File: src/rtl/fx_pkg.sv
package fx_pkg;
  localparam int EXP_W   = 8;
  localparam int MAN_W   = 23;
  localparam int FLT_W   = EXP_W + MAN_W + 1;
  localparam int SIG_W   = MAN_W + 1;
  localparam int BIAS    = (1 << (EXP_W - 1)) - 1;
  localparam int OUT_W   = 32;
  localparam int HALF_W  = 16;
  localparam int IMM_W   = 6;
  localparam int SH_W    = EXP_W + 4;
  // left shifts at or above this limit push any nonzero significand out of range
  localparam int SHL_LIM = OUT_W - SIG_W + 1;
  // right shifts beyond this cap leave only sticky information
  localparam int SHR_CAP = SIG_W + 2;
  localparam int MAG_W   = OUT_W + 2;

  typedef enum logic [1:0] {
    RND_NEAR = 2'd0,
    RND_POS  = 2'd1,
    RND_NEG  = 2'd2,
    RND_TRNC = 2'd3
  } rnd_e;

  typedef struct packed {
    logic                    sign;
    logic                    is_nan;
    logic                    is_inf;
    logic [SIG_W-1:0]        sig;
    logic signed [SH_W-1:0]  scl;   // exponent of the significand's LSB
  } fp_fields_t;
endpackage

File: src/rtl/fx_unpack.sv
module fx_unpack
  import fx_pkg::*;
(
  input  logic [FLT_W-1:0] flt_i,
  output fp_fields_t       fld_o
);
  logic [EXP_W-1:0] exp_raw;
  logic [MAN_W-1:0] man_raw;
  logic             exp_max;
  logic             exp_min;

  always_comb begin
    exp_raw = flt_i[FLT_W-2 -: EXP_W];
    man_raw = flt_i[MAN_W-1:0];
    exp_max = &exp_raw;
    exp_min = ~|exp_raw;

    fld_o.sign   = flt_i[FLT_W-1];
    fld_o.is_nan = exp_max & (|man_raw);
    fld_o.is_inf = exp_max & ~(|man_raw);
    fld_o.sig    = {~exp_min, man_raw};
    // subnormals use the minimum exponent with no hidden bit
    fld_o.scl    = SH_W'(exp_min ? 1 : int'(exp_raw)) - SH_W'(BIAS + MAN_W);
  end
endmodule

File: src/rtl/fx_align_round.sv
module fx_align_round
  import fx_pkg::*;
(
  input  fp_fields_t        fld_i,
  input  logic [IMM_W-1:0]  fbits_i,
  input  rnd_e              rnd_i,
  output logic [MAG_W-1:0]  mag_o,
  output logic              huge_o,
  output logic              frac_o
);
  localparam int WIDE_W = SIG_W + SHR_CAP;

  logic signed [SH_W-1:0] sh;
  logic [SH_W-1:0]        rsh;
  logic [WIDE_W-1:0]      wide;
  logic [SIG_W-1:0]       ipart;
  logic                   guard;
  logic                   sticky;
  logic                   bump;

  always_comb begin
    sh     = fld_i.scl + SH_W'(fbits_i);
    rsh    = '0;
    wide   = '0;
    ipart  = '0;
    guard  = 1'b0;
    sticky = 1'b0;
    bump   = 1'b0;
    mag_o  = '0;
    huge_o = 1'b0;
    frac_o = 1'b0;

    if (sh >= 0) begin
      if (sh >= SH_W'(SHL_LIM)) huge_o = |fld_i.sig;
      else                      mag_o  = MAG_W'(fld_i.sig) << sh;
    end else begin
      rsh    = (-sh > SH_W'(SHR_CAP)) ? SH_W'(SHR_CAP) : SH_W'(-sh);
      wide   = {fld_i.sig, {SHR_CAP{1'b0}}} >> rsh;
      ipart  = wide[WIDE_W-1 -: SIG_W];
      guard  = wide[SHR_CAP-1];
      sticky = |wide[SHR_CAP-2:0];
      frac_o = guard | sticky;
      unique case (rnd_i)
        RND_NEAR: bump = guard & (sticky | ipart[0]);
        RND_POS:  bump = frac_o & ~fld_i.sign;
        RND_NEG:  bump = frac_o & fld_i.sign;
        default:  bump = 1'b0;
      endcase
      mag_o = MAG_W'(ipart) + MAG_W'(bump);
    end
  end
endmodule

File: src/rtl/fx_saturate.sv
module fx_saturate
  import fx_pkg::*;
(
  input  logic             sign_i,
  input  logic             nan_i,
  input  logic             big_i,
  input  logic [MAG_W-1:0] mag_i,
  input  logic             frac_i,
  input  logic             sgn_i,
  input  logic             half_i,
  output logic [OUT_W-1:0] res_o,
  output logic             inv_o,
  output logic             inx_o
);
  logic [MAG_W-1:0] pos_lim;
  logic [MAG_W-1:0] neg_lim;
  logic [MAG_W-1:0] raw;
  logic             neg;

  always_comb begin
    unique case ({sgn_i, half_i})
      2'b11:   pos_lim = MAG_W'((64'd1 << (HALF_W - 1)) - 1);
      2'b01:   pos_lim = MAG_W'((64'd1 << HALF_W) - 1);
      2'b10:   pos_lim = MAG_W'((64'd1 << (OUT_W - 1)) - 1);
      default: pos_lim = MAG_W'((64'd1 << OUT_W) - 1);
    endcase
    neg_lim = half_i ? MAG_W'(64'd1 << (HALF_W - 1)) : MAG_W'(64'd1 << (OUT_W - 1));
    neg     = sign_i & (big_i | (|mag_i));
    raw     = '0;
    inv_o   = 1'b0;

    if (nan_i) begin
      inv_o = 1'b1;
    end else if (neg) begin
      if (!sgn_i) begin
        inv_o = 1'b1;
      end else if (big_i || mag_i > neg_lim) begin
        raw   = -neg_lim;
        inv_o = 1'b1;
      end else begin
        raw = -mag_i;
      end
    end else if (big_i || mag_i > pos_lim) begin
      raw   = pos_lim;
      inv_o = 1'b1;
    end else begin
      raw = mag_i;
    end

    inx_o = frac_i & ~inv_o & ~nan_i;
  end

  // narrow targets are widened to the port width by signedness
  generate
    if (OUT_W > HALF_W) begin : g_ext
      always_comb begin
        if (half_i)
          res_o = {{(OUT_W-HALF_W){sgn_i & raw[HALF_W-1]}}, raw[HALF_W-1:0]};
        else
          res_o = raw[OUT_W-1:0];
      end
    end else begin : g_noext
      always_comb res_o = raw[OUT_W-1:0];
    end
  endgenerate
endmodule

File: src/rtl/fx_cvt.sv
module fx_cvt
  import fx_pkg::*;
(
  input  logic             clk,
  input  logic             rst_n,
  input  logic [31:0]      flt_i,
  input  logic             sgn_i,
  input  logic             half_i,
  input  logic [5:0]       fbits_i,
  input  logic             trunc_i,
  input  logic [1:0]       rmode_i,
  output logic [31:0]      res_o,
  output logic             inv_o,
  output logic             inx_o
);
  logic [1:0]       rst_sync_q;
  logic             rst_int_n;
  fp_fields_t       fld;
  rnd_e             rnd_eff;
  logic [MAG_W-1:0] mag;
  logic             huge;
  logic             frac;
  logic [OUT_W-1:0] res_d;
  logic             inv_d;
  logic             inx_d;
  logic             cap_en;

  always_ff @(posedge clk or negedge rst_n) begin
    if (!rst_n) rst_sync_q <= 2'b00;
    else        rst_sync_q <= {rst_sync_q[0], 1'b1};
  end
  assign rst_int_n = rst_sync_q[1];

  assign rnd_eff = trunc_i ? RND_TRNC : rnd_e'(rmode_i);
  assign cap_en  = 1'b1;

  fx_unpack u_unpack (
    .flt_i (flt_i),
    .fld_o (fld)
  );

  fx_align_round u_align (
    .fld_i   (fld),
    .fbits_i (fbits_i),
    .rnd_i   (rnd_eff),
    .mag_o   (mag),
    .huge_o  (huge),
    .frac_o  (frac)
  );

  fx_saturate u_sat (
    .sign_i (fld.sign),
    .nan_i  (fld.is_nan),
    .big_i  (huge | fld.is_inf),
    .mag_i  (mag),
    .frac_i (frac),
    .sgn_i  (sgn_i),
    .half_i (half_i),
    .res_o  (res_d),
    .inv_o  (inv_d),
    .inx_o  (inx_d)
  );

  always_ff @(posedge clk or negedge rst_int_n) begin
    if (!rst_int_n) begin
      res_o <= '0;
      inv_o <= 1'b0;
      inx_o <= 1'b0;
    end else if (cap_en) begin
      res_o <= res_d;
      inv_o <= inv_d;
      inx_o <= inx_d;
    end
  end
endmodule

File: config.mk
export PLATFORM = sky130hd
export DESIGN_NAME = fx_cvt
export DESIGN_NICKNAME = d
export VERILOG_FILES = /design/src/rtl/fx_pkg.sv /design/src/rtl/fx_unpack.sv /design/src/rtl/fx_align_round.sv /design/src/rtl/fx_saturate.sv /design/src/rtl/fx_cvt.sv
export SDC_FILE = /design/constraint.sdc
export NUM_CORES = 1
export LEC_CHECK = 0
export BUFFER_PORTS_ARGS = -buffer_cell sky130_fd_sc_hd__buf_2
export CELL_PAD_IN_SITES_DETAIL_PLACEMENT = 1
export CELL_PAD_IN_SITES_GLOBAL_PLACEMENT = 2
export CORE_ASPECT_RATIO = 1.5
export CORE_MARGIN = 2
export CORE_UTILIZATION = 25
export DETAILED_ROUTE_END_ITERATION = 10
export PLACE_DENSITY_LB_ADDON = 0.2
export SKIP_CTS_REPAIR_TIMING = 1
export SYNTH_ARGS = -nofsm -noshare
export SYNTH_HDL_FRONTEND = slang
export SYNTH_SLANG_ARGS = --single-unit
File: constraint.sdc
create_clock -name clk -period 1.1 [get_ports clk]
set_input_delay 0.22 -clock clk [delete_from_list [all_inputs] [get_ports clk]]
set_output_delay 0.22 -clock clk [all_outputs]
set_load 0.02 [all_outputs]
Word level (Yosys, flattened, before mapping) --
Cells that the tools add are included.
Cells by class: add/sub/neg operators 6, shifts and indexed selects 2, divide/modulo/power cells 0, equal/unequal tests 5, $mul 0, multiplexer cells 23, reductions and logical operators 9, bitwise logic cells 17, order comparisons 5
Operators with widths (number):
- $mux 32 | 7
- $pmux 32 s3 | 1
- $gt 34x32->1 | 2
- $mux 34 | 2
- $neg 32->32 | 2
- $shr 50x12->50 | 1
- $reduce_or 34->1 | 1
- $shl 24x12->34 | 1
- $reduce_or 31->1 | 1
- $add 24x1->25 | 1
- $reduce_or 25->1 | 1
- $reduce_or 23->1 | 1
- $gt 12x6->1 const B | 1
- $mux 12 | 1
- $neg 10->12 | 1
- $add 9x7->10 | 1
- $ge 10x1->1 const B | 1
- $ge 10x5->1 const B | 1
- $and 1x1->1 | 9
- $mux 1 | 9
- $sub 8x8->9 const B | 1
- $mux 8 | 1
- $reduce_and 8->1 | 1
- $reduce_or 8->1 | 1
- other kinds (8) | 18
Storage, ports and cells: memories 0, latch bits 0, output and inout bits 34, bits of input ports 45, ROM bits 0, flip-flop bits (word level) 36, memory bits (writable) 0, word-level logic and storage cells 71

Depth between registers and ports, before layout --
depth in word-level cells 24, gate-level depth with buffers 55, gate-level depth less buffers 50

By module --
From an unflattened synthesis, not the netlist that was laid out.
Unflattened totals: cell total of the unflattened synthesis 1323, area total of the unflattened synthesis 9078.7 um^2
Modules (own cells, without submodules):
- fx_align_round | times used 1, cells each 918, area an instance 5739.3 um^2, seq. area each 0.0 um^2
- fx_saturate | times used 1, cells each 307, area an instance 2010.7 um^2, seq. area each 0.0 um^2
- fx_cvt | times used 1, cells each 40, area an instance 923.4 um^2, seq. area each 900.9 um^2
- fx_unpack | times used 1, cells each 58, area an instance 405.4 um^2, seq. area each 0.0 um^2

Worst setup path before layout --
No wires, ideal clock.
kind in2reg, start input flt_i[27], end register res_o[4], path buffers 4, path slack -8756 ps, stages 53, data arrival time 9734 ps, data required time 979 ps, setup time 121 ps, path through or4_1 > nor3_1 > nand2_1 > nand2b_1 > ha_1 > ha_1 > fa_1 > or4b_1 > or4_1 > and2_1 > buf_6 > o2111ai_4 > o21ai_2 > nand2_1 > buf_2 > clkbuf_1 > a21boi_0 > nand2_1 > (+17 left out) > a21oi_1 > nor2b_1 > o21ai_0 > nand2b_1 > a21oi_1 > nor2b_1 > o21ai_0 > nand2b_1 > a21oi_1 > nor2_1 > o31a_1 > a2111oi_0 > a41oi_1 > nor2_1 > buf_2 > a41oi_1 > a21oi_1 > nor2_1
Between the ends: longest elaborated chain between the ends 22, elaborated cells on any way between the ends 43, classes of those cells add/sub: 5; order compare: 5; shift: 2; mux: 14; bitwise: 10; reduce/logical: 7
Ends and longest elaborated chain:
- start: declaration | RTL line fx_cvt.sv:6 | input logic [31:0] flt_i,
- $reduce_or 8->1 | RTL line fx_unpack.sv:16 | exp_min = ~|exp_raw;
- $mux 8 | RTL line fx_unpack.sv:23 | fld_o.scl = SH_W'(exp_min ? 1 : int'(exp_raw)) - SH_W'(BIAS + MAN_W);
- $sub 8x8->9 | RTL line fx_unpack.sv:23
- $add 9x7->10 | RTL line fx_align_round.sv:22 | sh = fld_i.scl + SH_W'(fbits_i);
- $neg 10->12 | RTL line fx_align_round.sv:37 | rsh = (-sh > SH_W'(SHR_CAP)) ? SH_W'(SHR_CAP) : SH_W'(-sh);
- $gt 12x6->1 | RTL line fx_align_round.sv:37
- $mux 12 | RTL line fx_align_round.sv:37
- $shr 50x12->50 | RTL line fx_align_round.sv:38 | wide = {fld_i.sig, {SHR_CAP{1'b0}}} >> rsh;
- (+7 left out)
- $gt 34x32->1 | RTL line fx_saturate.sv:37 | end else if (big_i || mag_i > neg_lim) begin
- $logic_or 1x1->1 | RTL line fx_saturate.sv:37
- $mux 32 | RTL line fx_saturate.sv:37
- $mux 32 | RTL line fx_saturate.sv:35 | if (!sgn_i) begin
- $mux 32 | RTL line fx_saturate.sv:34 | end else if (neg) begin
- $mux 32 (*) | RTL line fx_saturate.sv:32 | if (nan_i) begin
- $mux 32 (*) | RTL line fx_saturate.sv:57 | if (half_i)
- via res_d[4] | RTL line fx_cvt.sv:23 | logic [OUT_W-1:0] res_d;
- end signal: assignment | RTL line fx_cvt.sv:70 | res_o <= res_d;
- end: declaration | RTL line fx_cvt.sv:12 | output logic [31:0] res_o,
The timed path passes the listed nets; every way through them passes the cells marked *. The select of a mux whose other input is x is not followed.

Final worst setup path --
start input flt_i[24], end register res_o[11]
Same word-level chain as after synthesis.

==> reports/qor.csv <==
stage;metric;value;unit
timing;grt_setup_unrepaired;true;
critical_path;slowest_stage;or4b_1;
critical_path;crit_path_end_kind;flop;
timing;post-route-period-util;881.2;%
synthesis;synth_area_leaders;dfrtp_1, ha_1, nand2_1;
final_layout;fillers;4533;
floorplanning;start_util;25.30;%
synthesis;yosysWarnings;0;
run_status;status;finished, violations left;
synthesis;synth_flop_cell;dfrtp_1;
timing;layout_setup_ws;-8593;ps
critical_path;start_kind;input pin;
timing;slew_violations;0;
global_routing;grt_pass1_wl;87240;µm
synthesis;synth_seq_area_share;9.963;%
pwr;combPwrFrac;86.2;%
clock_network;cts.sinks;36;
critical_path;cp.arrival;9850;ps
timing;period_needed;9693;ps
pwr;clockPowerShare;6.2;%
drt;drc;0;
final_layout;drive_gt1_share;45.61;%
synthesis;netlist_instances;1298;
timing;clock_skew;2.555;ps
synthesis;yosysMostFrequentCell;nand2_1;
pwr;netSwitchingFraction;50.70;%
drt;first_iter_violations;598;
pwr;seqPwrFrac;7.6;%
final_layout;seqCellArea;900.9;µm²
drt;antenna_left;0;
critical_path;worstSetupPathType;input pin to flop;
global_routing;globalRouteMet2Util;58.91;%
drt;dr.pass1.iters;5;
global_routing;use_met3;1.349;%
global_routing;grt_max_degree;36;
placed_design;dp_cells;2378;
floorplanning;row_count;85;
final_layout;diodes;0;
drt;wl_per_cell;24.37;µm
floorplanning;io-pin-count;79;
timing;hold_ws;242.3;ps
timing;max_clock_freq;0.1032;GHz
synthesis;synth_top_cell_area_share;9.963;%
global_routing;grt_usage;30.26;%
drt;vias;13320;
drt;viasPerCell;5.539;
clock_network;clk_latency;290;ps
floorplanning;core_area;35730;µm²
global_routing;grt_pass1_vias;14360;
critical_path;r2r-end;rst_sync_q[1]$_DFF_PN0_;
timing;setup_viol;34;
synthesis;synth_edf_count;0;
timing;relSlewSlack;43.12;%
final_layout;layout.cells.non_filler;2405;
clock_network;root_buffer;clkbuf_16;
floorplanning;dieArea;37740;µm²
critical_path;r2r_cells;0;
critical_path;rr_startpoint;rst_sync_q[0]$_DFF_PN0_;
pwr;internal_power;12870;µW
flow_run;maxCapViolations;0;
clock_network;cts.clk_slew.worst_paths;50;ps
critical_path;worst-path-buf-inv;6;
synthesis;avgSynthCellArea;6.966;µm²
hold_path;hold_path_class;flop to async pin;
pwr;ir_drop;1.073;mV
synthesis;ys_ff_latch;36;
clock_network;cts.path.max_buffers;2;
final_layout;multi_input_area;8087;µm²
clock_network;cts_buffers;5;
global_routing;antenna_found_initial;0;
pwr;pwr_density_cell;1718;nW/µm²
synthesis;synth_commonest_cells;nand2_1, nor2_1, a21oi_1;
synthesis;synth_top_area_cell;dfrtp_1;
synthesis;synth_area;9042;µm²
global_routing;grt_overflow;0;
final_layout;syn_to_final_growth;68.04;%
critical_path;cp_slowest_stage_delay;540;ps
clock_network;cts_max_level;2;
global_routing;grt-busiest-layer;met2;
global_routing;grt_use_met1;30.30;%
final_layout;num-nets-final;2016;
run_status;violations;setup timing;
drt;wl;58600;µm
critical_path;critPathTopFamily;compound AO/OA/AOI/OAI gates;
timing;hold_violations;0;
pwr;switchingPower;13240;µW
synthesis;syn_nets;1388;
floorplanning;dieWidth;159.3;µm
timing;worstMarginPinSlew;851.6;ps
placed_design;dp_hpwl;50440;µm
synthesis;synthArstFlopShare;100.0;%
synthesis;ys_types;116;
placed_design;io_buffers;78;
critical_path;cp.required;1250;ps
critical_path;crit_path_max_fanout;7;
clock_network;cts_tree;built;
floorplanning;dieHeight;236.9;µm
placed_design;routabilityCongestion;0.9798;
pwr;p_leak;0.007057;µW
critical_path;r2r_setup_slack;630;ps
## kinds of logic after synthesis
logic type / count (synthesis) / share of synthesized area, %
simple gates: 567 / 32.28
compound gates: 441 / 35.63
buf+inv: 135 / 6.310
mux: 52 / 7.431
fa+ha+maj: 45 / 6.310
flops: 36 / 9.963
xor+xnor: 21 / 2.034
other cells: 1 / 0.04147
## worst max-delay path by stage
stage,start,end,slack (ps),cells after the start
after floorplan,flt_i[27],res_o[11]$_DFF_PN0_,-7970,52
after global placement,flt_i[27],res_o[23]$_DFF_PN0_,-9250,44
after detailed placement,flt_i[27],res_o[27]$_DFF_PN0_,-9440,44
after CTS,flt_i[27],res_o[27]$_DFF_PN0_,-9160,44
after global routing,flt_i[24],res_o[11]$_DFF_PN0_,-8970,54
final,flt_i[24],res_o[11]$_DFF_PN0_,-8590,50
## cells in the final DEF (no fill, tap or decap), types with 32 or more instances in the layout
master	netlist	layout
dfrtp_1	36	36
nand3_1	54	48
nand2_1	137	130
buf_4	1	612
ha_1	44	39
buf_2	23	78
nor2_1	128	126
inv_1	46	46
o21ai_0	74	65
nor3_1	46	39
a21oi_1	88	77
nand4_1	32	32
## state kept, by name, summed over array words and instances, names as in the netlist
signal	cells
res_o	32
inv_o	1
inx_o	1
rst_sync_q	2
## area by class of cell
class	instances	area share, %
Multi-Input combinational cell	1128	53.22
Timing Repair Buffer	708	34.65
Sequential cell	36	5.929
Tap cell	478	3.936
Inverter	47	1.161
Clock buffer	5	0.8235
Clock inverter	3	0.2800
## power groups by stage
stage               clock network (µW)  registers, µW  logic, µW
finish                            1630           1970      22500
global route                      1700           2040      23900
CTS                               1660           1990      21600
detailed placement                   0           2000      21500
global placement                     0           1990      21200
floorplan                            0           2710       9560
## per-layer routing
metal	part of all wire (%)	up-vias	wire [µm]
li1	-	6244	-
met1	36	6540	21000
met2	53	345	30990
met3	2.2	193	1306
met4	9.0	0	5302
met5	0	-	0
## through the flow
step	cell area, µm²	setup TNS [ps]	worst slack, ps	total power (µW)	util, %
floorplan	9203	-266700	-7968	12270	-
global placement	14480	-310090	-9248	23160	40.53
detailed placement	14480	-314640	-9438	23510	40.53
CTS	14650	-305250	-9155	25230	41.00
global route	15190	-301480	-8970	27660	42.52
finish	15190	-289370	-8593	26110	42.52
No activity file was read; power rests on OpenSTA's default activity.
